--- config.mk ---
export PLATFORM = sky130hd
export DESIGN_NAME = wdog_top
export DESIGN_NICKNAME = d
export VERILOG_FILES = /design/src/rtl/wdog_pkg.sv /design/src/rtl/wdog_counter.sv /design/src/rtl/wdog_regs.sv /design/src/rtl/wdog_top.sv
export SDC_FILE = /design/constraint.sdc
export NUM_CORES = 1
export LEC_CHECK = 0
export ABC_AREA = 1
export BUFFER_PORTS_ARGS = -buffer_cell sky130_fd_sc_hd__buf_2
export CAP_MARGIN = 20
export CORE_MARGIN = 10
export CORE_UTILIZATION = 25
export DETAILED_ROUTE_END_ITERATION = 16
export PLACE_DENSITY = 0.44
export SLEW_MARGIN = 20
export SYNTH_ARGS = -nofsm -noshare
export SYNTH_HDL_FRONTEND = slang
export SYNTH_HIERARCHICAL = 1
export SYNTH_SLANG_ARGS = --single-unit
--- constraint.sdc ---
create_clock -name clk -period 2.6 [get_ports clk]
set_clock_uncertainty 0.1 [all_clocks]
set_input_delay 0.52 -clock clk [delete_from_list [all_inputs] [get_ports clk]]
set_output_delay 0.52 -clock clk [all_outputs]
set_load 0.01 [all_outputs]
--- src/rtl/wdog_pkg.sv ---
package wdog_pkg;

  parameter int CNT_W = 18;
  parameter int DLY_W = 11;

  typedef struct packed {
    logic       run_in_dbg;
    logic [2:0] tsel;
    logic       en;
    logic       rsten;
  } wd_ctl_t;

  // last counter value before time-out: 2^(4+2*sel) - 1
  function automatic logic [CNT_W-1:0] tmo_last(input logic [2:0] sel);
    logic [CNT_W:0] span;
    span = {{CNT_W{1'b0}}, 1'b1} << (5'd4 + {1'b0, sel, 1'b0});
    return span[CNT_W-1:0] - 1'b1;
  endfunction

  // last grace-window tick index for each grace code
  function automatic logic [DLY_W-1:0] dly_last(input logic [1:0] sel);
    case (sel)
      2'd0:    return DLY_W'(1025);
      2'd1:    return DLY_W'(129);
      2'd2:    return DLY_W'(17);
      default: return DLY_W'(2);
    endcase
  endfunction

endpackage

--- src/rtl/wdog_counter.sv ---
module wdog_counter
  import wdog_pkg::*;
(
  input  logic       clk,
  input  logic       rst_n,
  input  logic       tick_i,
  input  logic       dbg_halt_i,
  input  logic       restart_i,
  input  wd_ctl_t    ctl_i,
  input  logic [1:0] dsel_i,
  output logic       tmo_o,
  output logic       rst_req_o
);

  logic [CNT_W-1:0] cnt_q, cnt_d;
  logic [DLY_W-1:0] dcnt_q, dcnt_d;
  logic             armed_q, armed_d;
  logic             rreq_q, rreq_d;
  logic             active, at_lim, at_dly;

  assign active = tick_i & ctl_i.en & ~(dbg_halt_i & ~ctl_i.run_in_dbg);
  assign at_lim = (cnt_q == tmo_last(ctl_i.tsel));
  assign at_dly = (dcnt_q >= dly_last(dsel_i));
  assign tmo_o  = active & at_lim & ~restart_i;

  always_comb begin
    cnt_d   = cnt_q;
    dcnt_d  = dcnt_q;
    armed_d = armed_q;
    rreq_d  = 1'b0;
    if (!ctl_i.en || restart_i) begin
      cnt_d   = '0;
      dcnt_d  = '0;
      armed_d = 1'b0;
    end else if (active) begin
      cnt_d = at_lim ? '0 : cnt_q + 1'b1;
      if (armed_q) begin
        if (at_dly) begin
          armed_d = 1'b0;
          dcnt_d  = '0;
          if (ctl_i.rsten) begin
            rreq_d = 1'b1;
            cnt_d  = '0;
          end
        end else begin
          dcnt_d = dcnt_q + 1'b1;
        end
      end else if (at_lim) begin
        armed_d = 1'b1;
        dcnt_d  = '0;
      end
    end
  end

  always_ff @(posedge clk or negedge rst_n) begin
    if (!rst_n) begin
      cnt_q   <= '0;
      dcnt_q  <= '0;
      armed_q <= 1'b0;
      rreq_q  <= 1'b0;
    end else begin
      cnt_q   <= cnt_d;
      dcnt_q  <= dcnt_d;
      armed_q <= armed_d;
      rreq_q  <= rreq_d;
    end
  end

  assign rst_req_o = rreq_q;

  AST_RST_ONE_CYCLE: assert property (@(posedge clk) disable iff (!rst_n) rst_req_o |=> !rst_req_o);
  AST_RST_AFTER_WINDOW: assert property (@(posedge clk) disable iff (!rst_n) rst_req_o |-> $past(armed_q));
  AST_RESTART_CLEARS: assert property (@(posedge clk) disable iff (!rst_n) restart_i |=> (cnt_q == '0) && !armed_q);
  AST_RST_RESTARTS: assert property (@(posedge clk) disable iff (!rst_n) rst_req_o |-> (cnt_q == '0) && !armed_q);
  AST_DISABLED_IDLE: assert property (@(posedge clk) disable iff (!rst_n) !ctl_i.en |=> (cnt_q == '0) && !rst_req_o);
  AST_HALT_FREEZE: assert property (@(posedge clk) disable iff (!rst_n) (ctl_i.en && dbg_halt_i && !ctl_i.run_in_dbg && !restart_i) |=> $stable(cnt_q));

endmodule

--- src/rtl/wdog_regs.sv ---
module wdog_regs
  import wdog_pkg::*;
#(
  parameter int ADDR_W = 3
) (
  input  logic              clk,
  input  logic              rst_n,
  input  logic [ADDR_W-1:0] addr_i,
  input  logic              we_i,
  input  logic [31:0]       wdata_i,
  input  logic              prot_open_i,
  input  logic [2:0]        force_cfg_i,
  input  logic              tmo_i,
  input  logic              rst_req_i,
  output logic [31:0]       rdata_o,
  output logic              restart_o,
  output wd_ctl_t           ctl_o,
  output logic [1:0]        dsel_o,
  output logic              irq_o,
  output logic              wake_o
);

  localparam logic [ADDR_W-1:0] CTRL_ADDR = ADDR_W'(0);
  localparam logic [ADDR_W-1:0] ALT_ADDR  = ADDR_W'(4);

  logic       rsten_q, rsten_d, wken_q, wken_d, inten_q, inten_d;
  logic       en_q, en_d, run_q, run_d;
  logic [2:0] tsel_q, tsel_d;
  logic [1:0] dsel_q, dsel_d;
  logic       rstf_q, rstf_d, if_q, if_d, wkf_q, wkf_d, wake_q, wake_d;
  logic       wr_ctrl, wr_ctrl_lk, wr_alt_lk, forced, en_eff, wake_ev;
  logic       wdata_unused;

  assign wdata_unused = ^wdata_i[30:11];
  assign wr_ctrl    = we_i & (addr_i == CTRL_ADDR);
  assign wr_ctrl_lk = wr_ctrl & prot_open_i;
  assign wr_alt_lk  = we_i & (addr_i == ALT_ADDR) & prot_open_i;
  assign forced     = (force_cfg_i != 3'b111);
  assign en_eff     = en_q | forced;
  assign wake_ev    = tmo_i & wken_q & inten_q;

  always_comb begin
    rsten_d = rsten_q;
    wken_d  = wken_q;
    inten_d = inten_q;
    en_d    = en_q;
    run_d   = run_q;
    tsel_d  = tsel_q;
    if (wr_ctrl_lk) begin
      rsten_d = wdata_i[1];
      wken_d  = wdata_i[4];
      inten_d = wdata_i[6];
      en_d    = wdata_i[7];
      tsel_d  = wdata_i[10:8];
      run_d   = wdata_i[31];
    end
    if (rst_req_i)      dsel_d = 2'd0;
    else if (wr_alt_lk) dsel_d = wdata_i[1:0];
    else                dsel_d = dsel_q;
    if_d   = tmo_i | (if_q & ~(wr_ctrl & wdata_i[3]));
    rstf_d = rst_req_i | (rstf_q & ~(wr_ctrl & wdata_i[2]));
    wkf_d  = wake_ev | (wkf_q & ~(wr_ctrl_lk & wdata_i[5]));
    wake_d = wake_ev;
  end

  always_ff @(posedge clk or negedge rst_n) begin
    if (!rst_n) begin
      rsten_q <= 1'b0;
      wken_q  <= 1'b0;
      inten_q <= 1'b0;
      en_q    <= 1'b0;
      run_q   <= 1'b0;
      tsel_q  <= 3'd0;
      dsel_q  <= 2'd0;
      rstf_q  <= 1'b0;
      if_q    <= 1'b0;
      wkf_q   <= 1'b0;
      wake_q  <= 1'b0;
    end else begin
      rsten_q <= rsten_d;
      wken_q  <= wken_d;
      inten_q <= inten_d;
      en_q    <= en_d;
      run_q   <= run_d;
      tsel_q  <= tsel_d;
      dsel_q  <= dsel_d;
      rstf_q  <= rstf_d;
      if_q    <= if_d;
      wkf_q   <= wkf_d;
      wake_q  <= wake_d;
    end
  end

  always_comb begin
    if (addr_i == CTRL_ADDR)
      rdata_o = {run_q, 20'd0, tsel_q, en_eff, inten_q, wkf_q, wken_q,
                 if_q, rstf_q, rsten_q, 1'b0};
    else if (addr_i == ALT_ADDR)
      rdata_o = {30'd0, dsel_q};
    else
      rdata_o = 32'd0;
  end

  assign restart_o = wr_ctrl_lk & wdata_i[0];
  assign ctl_o     = '{run_in_dbg: run_q, tsel: tsel_q, en: en_eff, rsten: rsten_q};
  assign dsel_o    = dsel_q;
  assign irq_o     = if_q & inten_q;
  assign wake_o    = wake_q;

  AST_FLAG_ON_TMO: assert property (@(posedge clk) disable iff (!rst_n) tmo_i |=> if_q);
  AST_RSTF_ON_RST: assert property (@(posedge clk) disable iff (!rst_n) rst_req_i |=> rstf_q && (dsel_q == 2'd0));
  AST_LOCK_CTRL: assert property (@(posedge clk) disable iff (!rst_n) !prot_open_i |=> $stable(tsel_q) && $stable(rsten_q) && $stable(en_q) && $stable(run_q));
  AST_LOCK_DSEL: assert property (@(posedge clk) disable iff (!rst_n) (!prot_open_i && !rst_req_i) |=> $stable(dsel_q));
  AST_WAKE_FLAG: assert property (@(posedge clk) disable iff (!rst_n) wake_o |-> wkf_q && if_q);

endmodule

--- src/rtl/wdog_top.sv ---
module wdog_top
  import wdog_pkg::*;
#(
  parameter int ADDR_W = 3
) (
  input  logic              clk,
  input  logic              rst_n,
  input  logic              wd_tick,
  input  logic [ADDR_W-1:0] reg_addr,
  input  logic              reg_we,
  input  logic [31:0]       reg_wdata,
  output logic [31:0]       reg_rdata,
  input  logic              prot_open,
  input  logic              dbg_halt,
  input  logic [2:0]        force_cfg,
  output logic              irq_o,
  output logic              wake_o,
  output logic              rst_req_o
);

  wd_ctl_t    ctl;
  logic [1:0] dsel;
  logic       restart, tmo, rreq;

  wdog_regs #(.ADDR_W(ADDR_W)) u_regs (
    .clk         (clk),
    .rst_n       (rst_n),
    .addr_i      (reg_addr),
    .we_i        (reg_we),
    .wdata_i     (reg_wdata),
    .prot_open_i (prot_open),
    .force_cfg_i (force_cfg),
    .tmo_i       (tmo),
    .rst_req_i   (rreq),
    .rdata_o     (reg_rdata),
    .restart_o   (restart),
    .ctl_o       (ctl),
    .dsel_o      (dsel),
    .irq_o       (irq_o),
    .wake_o      (wake_o)
  );

  wdog_counter u_counter (
    .clk        (clk),
    .rst_n      (rst_n),
    .tick_i     (wd_tick),
    .dbg_halt_i (dbg_halt),
    .restart_i  (restart),
    .ctl_i      (ctl),
    .dsel_i     (dsel),
    .tmo_o      (tmo),
    .rst_req_o  (rreq)
  );

  assign rst_req_o = rreq;

  AST_IRQ_NEEDS_TMO: assert property (@(posedge clk) disable iff (!rst_n) $rose(irq_o) |-> $past(tmo) || $past(reg_we));

endmodule

=== Yosys cells after proc, flatten, opt, wreduce, memory -nomap -nowiden ===
Index checks and enable logic that the tools add are counted.

* Add/subtract/negate cells: 4
* $lt $le $gt $ge: 1
* Eq/ne operators: 5
* Shift operators: 1
* Mux-type cells: 26
* Bitwise operators: 29
* Reductions and logical operators: 8

{| class="wikitable"
|+ Operators with widths
! cell !! number
|-
| $mux 18 || 6
|-
| $mux 11 || 5
|-
| $pmux 11 s3 || 1
|-
| $mux 32 || 1
|-
| $and 1x1->1 || 19
|-
| $add 18x1->18 const B || 1
|-
| $eq 18x18->1 || 1
|-
| $shl 1x5->18 const A || 1
|-
| $sub 18x1->18 const B || 1
|-
| $add 11x1->11 const B || 1
|-
| $ge 11x11->1 || 1
|-
| $mux 1 || 10
|-
| $mux 2 || 3
|-
| $not 1->1 || 6
|-
| $add 3x4->5 const A || 1
|-
| $or 1x1->1 || 4
|-
| $reduce_bool 2->1 || 2
|-
| $eq 3x3->1 const B || 1
|-
| $logic_not 3->1 || 1
|-
| $ne 3x3->1 const B || 1
|-
| $reduce_bool 3->1 || 1
|-
| $eq 2x1->1 const B || 1
|-
| $eq 2x2->1 const B || 1
|-
| $logic_not 2->1 || 1
|-
| 3 further kinds || 3
|}

* Register bits: 45
* Input bits: 44
* Output and inout bits: 35
* Logic and storage cells: 89

=== Depth between registers and ports, before layout ===
Gate-level depths: netlist of run 1.

* Depth after elaboration: 10
* Mapped depth: 16
* Gate-level depth less buffers: 15

=== Modules after synthesis ===
The synthesis of run 1 kept the hierarchy.

{| class="wikitable"
|+ Modules (own cells, without submodules)
! module !! times used !! cells each !! area each (um^2) !! seq. area each (um^2)
|-
| wdog_counter || 1 || 403 || 2,585.0 || 775.7
|-
| wdog_regs || 1 || 117 || 912.1 || 350.3
|}

=== Least setup slack after synthesis of run 1 ===
OpenSTA, ideal clock, no wires.

* Path type: flip-flop to flip-flop
* Start point: register u_regs.tsel_q[1]
* End point: register u_counter.dcnt_q[4]
* Library setup time: 118 ps
* Data arrival time: 2,011 ps
* Data required time: 2,382 ps
* Slack: 372 ps
* Cell stages (with the launch flop): 15
* Buffers on the path: 1
* Clock period less this slack: 2,228 ps
* Cell sequence: dfrtp_1 -> inv_2 -> ha_1 -> inv_2 -> nand3_1 -> nor2_1 -> xor2_1 -> nand2_1 -> nor2_1 -> nand2_2 -> nand2_2 -> nand2_2 -> buf_6 -> nand2_1 -> nand2_1

* Cells in the longest elaborated chain, start to end: 6

{| class="wikitable"
|+ Ends and longest elaborated chain
! what !! line !! text
|-
| start, declared || wdog_regs.sv:28 || <nowiki>logic [2:0] tsel_q, tsel_d;</nowiki>
|-
| start signal, assigned || wdog_regs.sv:85 || <nowiki>tsel_q <= tsel_d;</nowiki>
|-
| $add 3x4->5 || wdog_pkg.sv:16 || <nowiki>span = {{CNT_W{1'b0}}, 1'b1} << (5'd4 + {1'b0, sel, 1'b0});</nowiki>
|-
| $shl 1x5->18 || wdog_pkg.sv:16 ||
|-
| $sub 18x1->18 || wdog_pkg.sv:17 || <nowiki>return span[CNT_W-1:0] - 1'b1;</nowiki>
|-
| $eq 18x18->1 || wdog_counter.sv:22 || <nowiki>assign at_lim = (cnt_q == tmo_last(ctl_i.tsel));</nowiki>
|-
| $reduce_bool 3->1 (no line) || - ||
|-
| $reduce_and 2->1 (no line) || - ||
|-
| end signal, assigned || wdog_counter.sv:63 || <nowiki>dcnt_q <= dcnt_d;</nowiki>
|-
| end, declared || wdog_counter.sv:16 || <nowiki>logic [DLY_W-1:0] dcnt_q, dcnt_d;</nowiki>
|}

No other way between the ends.
A chain may end at the register's enable or synchronous reset.

=== Worst setup path after layout of run 1 ===
* Start point: register u_regs.tsel_q[1]
* End point: register u_regs.wkf_q

* Cells in the longest elaborated chain, start to end: 9

{| class="wikitable"
|+ Ends and longest elaborated chain
! what !! line !! text
|-
| $add 3x4->5 || wdog_pkg.sv:16 ||
|-
| $shl 1x5->18 || wdog_pkg.sv:16 ||
|-
| $sub 18x1->18 || wdog_pkg.sv:17 ||
|-
| $eq 18x18->1 || wdog_counter.sv:22 ||
|-
| $and 1x1->1 (2 in series) || wdog_counter.sv:24 || <nowiki>assign tmo_o = active & at_lim & ~restart_i;</nowiki>
|-
| net tmo || wdog_top.sv:23 || <nowiki>logic restart, tmo, rreq;</nowiki>
|-
| $and 1x1->1 (2 in series) || wdog_regs.sv:40 || <nowiki>assign wake_ev = tmo_i & wken_q & inten_q;</nowiki>
|-
| $or 1x1->1 || wdog_regs.sv:62 || <nowiki>wkf_d = wake_ev | (wkf_q & ~(wr_ctrl_lk & wdata_i[5]));</nowiki>
|-
| net u_regs.wkf_d || wdog_regs.sv:30 || <nowiki>logic rstf_q, rstf_d, if_q, if_d, wkf_q, wkf_d, wake_q, wake_d;</nowiki>
|-
| end signal, assigned || wdog_regs.sv:89 || <nowiki>wkf_q <= wkf_d;</nowiki>
|-
| end, declared || wdog_regs.sv:30 ||
|}

The timed path passes the listed nets, and every way through them passes these cells.

==> flow_metrics.py, run 1 <==
metrics = {
    "worst_setup_path": {
        "required_ps": 2740,
        "ff2ff_setup_slack_ps": 260,
        "r2r_cells": 12,
        "crit_arrival_ps": 2470,
        "r2r-start": "u_regs/tsel_q[1]",
        "critPathKind": "reg2reg",
        "reg2reg_to": "u_regs/wkf_q",
        "crit_fanout": 5,
        "endpoint_kind": "flip-flop",
        "startpoint_type": "flip-flop",
    },
    "floorplanning": {
        "num_rows": 43,
        "ios": 79,
        "die_x_um": 138,
        "die_h_um": 138,
        "start_util": 0.254,
        "die_area_um2": 19100,
        "core-area_um2": 13800,
    },
    "synthesis": {
        "synth.distinct_cells": 34,
        "synth_area_per_cell_um2": 6.73,
        "synth_top_family_by_area": "simple AND/OR/NAND/NOR gates",
        "synthXorXnorAreaFrac": 0.0551,
        "ys_seq_area_frac": 0.322,
        "ys_ff_latch": 45,
        "synth_adder_area_share": 0.0429,
        "synth_warnings": 6,
        "syn_area_um2": 3500,
        "netlist_instances": 520,
        "synthSimpleGateAreaFrac": 0.395,
        "synth_compound_area_frac": 0.0426,
        "synthMuxAreaShare": 0,
    },
    "placed_design": {
        "dp_slack_ps": 198,
        "place_area_um2": 3840,
        "hpwl_mm": 7.21,
        "numPortBuffers": 38,
        "place_inst": 734,
        "place_congestion": 0.807,
    },
    "global_routing": {
        "grt_max_degree": 25,
        "grt.overflow.total": 0,
        "grt_pass1_vias": 3221,
        "track_usage": 0.0955,
        "grt_antenna_before_repair": 0,
        "grt_pass1_wl_mm": 15.8,
    },
    "power_and_ir_drop": {
        "p_comb_frac": 0.293,
        "p_switching_mw": 0.836,
        "seqPwrFrac": 0.378,
        "power_mw": 2.35,
        "p_sw_frac": 0.355,
        "power.share.clock": 0.328,
        "vdd_drop_max_mv": 0.238,
        "powerDensity_nw_per_um2": 587,
        "p_leak_nw": 2.11,
        "intPower_mw": 1.52,
    },
    "layout": {
        "final_cell_area_um2": 4010,
        "syn_to_final_growth_pct": 14.7,
        "post-route-util": 0.291,
        "n_fill_cell": 1570,
        "instances_no_fill": 742,
        "nets": 617,
        "n_antenna_cell": 0,
        "drive_gt1_frac": 0.139,
    },
    "sta": {
        "tightestPinTransition_ps": 541,
        "fin_hold_ws_ps": 100,
        "fin_crit_ps": 2340,
        "slew_headroom": 0.639,
        "hold_viol": 0,
        "tns_ps": 0,
        "fin_ws_ps": 264,
        "slew_violations": 0,
        "fin_crit_sh": 0.898,
        "fmax_mhz": 428,
        "rsz0062_at_grt": "no",
        "setup_viol": 0,
    },
    "routing": {
        "drtAntennaViolNets": 0,
        "drc_errors": 0,
        "viasPerCell": 4.39,
        "wirelength_mm": 9.29,
        "first_pass_iters": 6,
        "vias": 3257,
        "dr.first_iter.drc_count": 164,
        "wl_per_cell_um": 12.5,
    },
    "job": {
        "drv_cap": 0,
    },
    "clocking": {
        "postCtsSetupRepairBufs": 0,
        "clockBufferDepth": 2,
        "numCtsBuffers": 5,
        "cts-root-buf": "clkbuf_16",
        "tritoncts": "built",
        "clk_pin_slew_ps": 60,
        "numClockSinks": 45,
        "cts_resized": 0,
        "htree_levels": 2,
        "clock_insertion_delay_worst_skew_ps": 300,
        "cts_hold_buffers": 0,
    },
    "outcome": {
        "status": "finished clean",
    },
    "min_path": {
        "min_path_type": "in2async",
    },
}
==> how the worst max path moves through the flow <==
stage / slack [ps] / cells after the start / to / from
3_5_place_dp: 200 / 12 / u_regs/wkf_q / u_regs/tsel_q[2]
3_3_place_gp: 200 / 12 / u_regs/wkf_q / u_regs/tsel_q[2]
2_1_floorplan: 370 / 14 / u_counter/dcnt_q[4] / u_regs/tsel_q[1]
6_report: 260 / 12 / u_regs/wkf_q / u_regs/tsel_q[1]
4_1_cts: 170 / 12 / u_regs/wkf_q / u_regs/tsel_q[2]
5_1_grt: 20 / 12 / u_regs/wkf_q / u_regs/tsel_q[1]
==> worst max-delay path: stages (launching register included) <==
cell and delay (ps):
dfrtp_2 400, inv_2 70, ha_1 350, inv_2 90, nand3_1 110, nor2_1 130
xor2_1 230, nand3_1 110, a21oi_1 140, nand4_1 130, nor2_1 190, nand3_1 140
nand2_1 80
==> Yosys cell counts <==
cell      number  area [um^2]
nand4_1       25          156
o211ai_1       1         7.51
nor2_4         1         11.3
inv_1         62          233
ha_1          12          150
nor2_1        66          248
clkinv_1       1         3.75
conb_1         1         3.75
nand3b_1       1         7.51
a31oi_1        1         6.26
o21ai_2        2         17.5
o21ai_0        9         45.0
o21a_1         1         7.51
buf_2          5         25.0
nand2_1      143          537
nor2_8         1         20.0
nor2b_1        1         6.26
xor2_1        19          166
nand2_4        1         11.3
clkbuf_1       3         11.3
buf_4         24          180
a21oi_1        7         35.0
and3_1         1         6.26
nand2_2        7         43.8
nor3_1        11         55.1
nand3_1       50          250
nand3_2        1         10.0
xnor2_1        3         26.3
inv_2          4         15.0
buf_6          1         11.3
dfrtp_1       45         1130
o21ai_1        6         30.0
nor2_2         3         18.8
buf_8          1         15.0
==> cells in the final DEF, fill, tap and decap left out, drive strengths merged <==
| cell type | count |
|---|---|
| dfrtp | 45 |
| inv | 66 |
| nand3b | 1 |
| nand3 | 51 |
| a21oi | 7 |
| buf | 49 |
| xnor2 | 3 |
| o21a | 1 |
| xor2 | 19 |
| nor2b | 1 |
| conb | 20 |
| clkinv | 1 |
| o21ai | 17 |
| a31oi | 1 |
| nor2 | 71 |
| and3 | 1 |
| nand4 | 25 |
| nand2 | 151 |
| clkbuf | 7 |
| bufinv | 1 |
| o211ai | 1 |
| ha | 12 |
| nor3 | 11 |
==> logic make-up after synthesis <==
kind of cell / count (synthesis)
AOI/OAI and AO/OA: 27
and+or+nand+nor: 312
adders and majority gates: 12
other: 1
DFF: 45
xor gates and xnor gates: 22
buffers and inverters: 101
==> metal layers <==
metal  vias to the layer above  routed length [um]  track usage
met5                         -                   0            0
met4                         0                 101       0.0233
met3                        12                 409       0.0236
met2                        66                4250        0.157
met1                      1489                4530        0.122
li1                       1690                   -            -
==> layout make-up <==
type	count	area (um^2)	share of cell area
multi-input cells	393	1950	0.486
flip-flops and latches	45	1130	0.281
repair buffers	49	285	0.0711
inverters	67	251	0.0627
well taps	180	225	0.0562
clock buffers	7	143	0.0356
clock inverters	1	30.0	0.00749
==> registers in the layout, summed over array words and instances (netlist names) <==
name                 flops
u_regs/run_q             1
u_regs/inten_q           1
u_regs/if_q              1
u_regs/en_q              1
u_counter/cnt_q         18
u_regs/tsel_q            3
u_regs/dsel_o            2
u_counter/dcnt_q        11
u_regs/wkf_q             1
u_regs/wken_q            1
u_regs/wake_o            1
u_regs/rstf_q            1
u_regs/rsten_q           1
u_counter/rst_req_o      1
u_counter/armed_q        1
==> power groups by stage <==
stage	sequential, mW	clock, mW	combinational (mW)
floorplan	0.868	0	0.554
global placement	0.901	0	0.681
detailed placement	0.902	0	0.692
CTS	0.890	0.794	0.695
global route	0.906	0.816	0.796
finish	0.891	0.772	0.690
Power figures use the tool's default switching activity.
==> run 2: changes to the inputs <==
- clock period: 2.6 -> 2.79 ns (I/O delays scaled with it)
==> flow_metrics.py, run 2 (synthesized netlist as in run 1, its figures left out) <==
metrics = {
    "clocking": {
        "clock_insertion_delay_worst_skew_ps": 290,
        "tritoncts": "built",
        "htree_levels": 2,
        "cts_hold_buffers": 0,
        "cts-root-buf": "clkbuf_16",
        "clk_pin_slew_ps": 70,
        "numCtsBuffers": 5,
        "clockBufferDepth": 2,
        "postCtsSetupRepairBufs": 0,
        "cts_resized": 0,
        "numClockSinks": 45,
    },
    "worst_setup_path": {
        "crit_fanout": 18,
        "crit_arrival_ps": 2590,
        "startpoint_type": "flip-flop",
        "critPathKind": "reg2reg",
        "reg2reg_to": "u_counter/cnt_q[13]",
        "endpoint_kind": "flip-flop",
        "ff2ff_setup_slack_ps": 280,
        "r2r_cells": 13,
        "r2r-start": "u_regs/tsel_q[1]",
        "required_ps": 2860,
    },
    "sta": {
        "tightestPinTransition_ps": 638,
        "hold_viol": 0,
        "fmax_mhz": 398,
        "slew_violations": 0,
        "setup_viol": 0,
        "slew_headroom": 0.574,
        "fin_crit_sh": 0.900,
        "rsz0062_at_grt": "no",
        "fin_crit_ps": 2510,
        "tns_ps": 0,
    },
    "global_routing": {
        "grt_antenna_before_repair": 0,
        "grt_max_degree": 28,
        "track_usage": 0.0975,
        "grt.overflow.total": 0,
        "grt_pass1_wl_mm": 16.1,
        "grt_pass1_vias": 3282,
    },
    "power_and_ir_drop": {
        "p_leak_nw": 2.10,
        "powerDensity_nw_per_um2": 548,
        "vdd_drop_max_mv": 0.226,
    },
    "layout": {
        "final_cell_mix": "nand2_1 (143), nor2_1 (66), inv_1 (62), nand3_1 (50), dfrtp_1 (45)",
        "largestRegisters": "u_counter/cnt_q: 18 flops, u_counter/dcnt_q: 11 flops, u_regs/tsel_q: 3 flops",
        "drive_gt1_frac": 0.134,
        "layout_commonest_cell": "nand2_1",
        "largest_reg_flops": 18,
        "regMostFlops": "u_counter/cnt_q",
        "instances_no_fill": 741,
        "nets": 616,
        "syn_to_final_growth_pct": 14.1,
        "n_antenna_cell": 0,
    },
    "floorplanning": {
        "die_area_um2": 19100,
        "start_util": 0.254,
        "core-area_um2": 13800,
        "ios": 79,
        "num_rows": 43,
        "die_x_um": 138,
        "die_h_um": 138,
    },
    "outcome": {
        "status": "finished clean",
    },
    "routing": {
        "first_pass_iters": 4,
        "dr.first_iter.drc_count": 142,
        "drc_errors": 0,
        "vias": 3239,
        "drtAntennaViolNets": 0,
        "wirelength_mm": 9.41,
        "viasPerCell": 4.37,
        "wl_per_cell_um": 12.7,
    },
    "placed_design": {
        "hpwl_mm": 7.13,
        "numPortBuffers": 38,
        "place_congestion": 0.865,
        "place_inst": 733,
    },
    "min_path": {
        "min_path_type": "in2async",
    },
    "job": {
        "drv_cap": 0,
    },
}
run 2: power by group:
group | switching [mW] | internal (mW) | total, mW
logic | 0.417 | 0.225 | 0.642
clock network | 0.266 | 0.448 | 0.714
registers | 0.0962 | 0.735 | 0.831
run 2: how the worst max path moves through the flow:
stage	from	endpoint	slack (ps)
global placement	u_regs/tsel_q[1]	u_regs/wkf_q	330
CTS	u_regs/tsel_q[1]	u_counter/cnt_q[13]	290
global route	u_regs/tsel_q[1]	u_counter/dcnt_q[9]	50
floorplan	u_regs/tsel_q[1]	u_counter/dcnt_q[4]	560
detailed placement	u_regs/tsel_q[1]	u_counter/cnt_q[13]	300
finish	u_regs/tsel_q[1]	u_counter/cnt_q[13]	280
run 2: per-layer routing:
metal | global-route usage | up-vias | routed length (um)
li1 | - | 1679 | -
met1 | 0.128 | 1469 | 4660
met2 | 0.157 | 80 | 4200
met3 | 0.0205 | 11 | 409
met4 | 0.0283 | 0 | 138
met5 | 0 | - | 0
run 2: through the flow:
step | power, mW | instance area, um^2 | util | hold slack, ps | setup WS [ps]
2_1_floorplan | 1.32 | 3570 | - | 162 | 562
3_3_place_gp | 1.47 | 3820 | 0.277 | 361 | 331
3_5_place_dp | 1.48 | 3820 | 0.277 | 369 | 300
4_1_cts | 2.22 | 3990 | 0.290 | 207 | 290
5_1_grt | 2.34 | 3990 | 0.290 | 246 | 49.2
6_report | 2.19 | 3990 | 0.290 | 181 | 279
run 2: worst max-delay path, stage by stage, from the launching register on:
cell and delay [ps]:
dfrtp_1 510, inv_2 110, ha_1 360, nor2_1 310, nand2_1 90, nand2_1 70
nand2_1 70, nand3_1 120, nand2_1 80, nor2_2 110, nand2_2 70, buf_4 210
nand3_1 100, o21ai_1 80
run 2: area by class of cell:
type / instances / area, um^2
Fill cell: 1573 / 9780
Clock buffer: 7 / 143
Sequential cell: 45 / 1130
Clock inverter: 1 / 30.0
Inverter: 67 / 251
Tap cell: 180 / 225
Multi-Input combinational cell: 393 / 1950
Timing Repair Buffer: 48 / 265
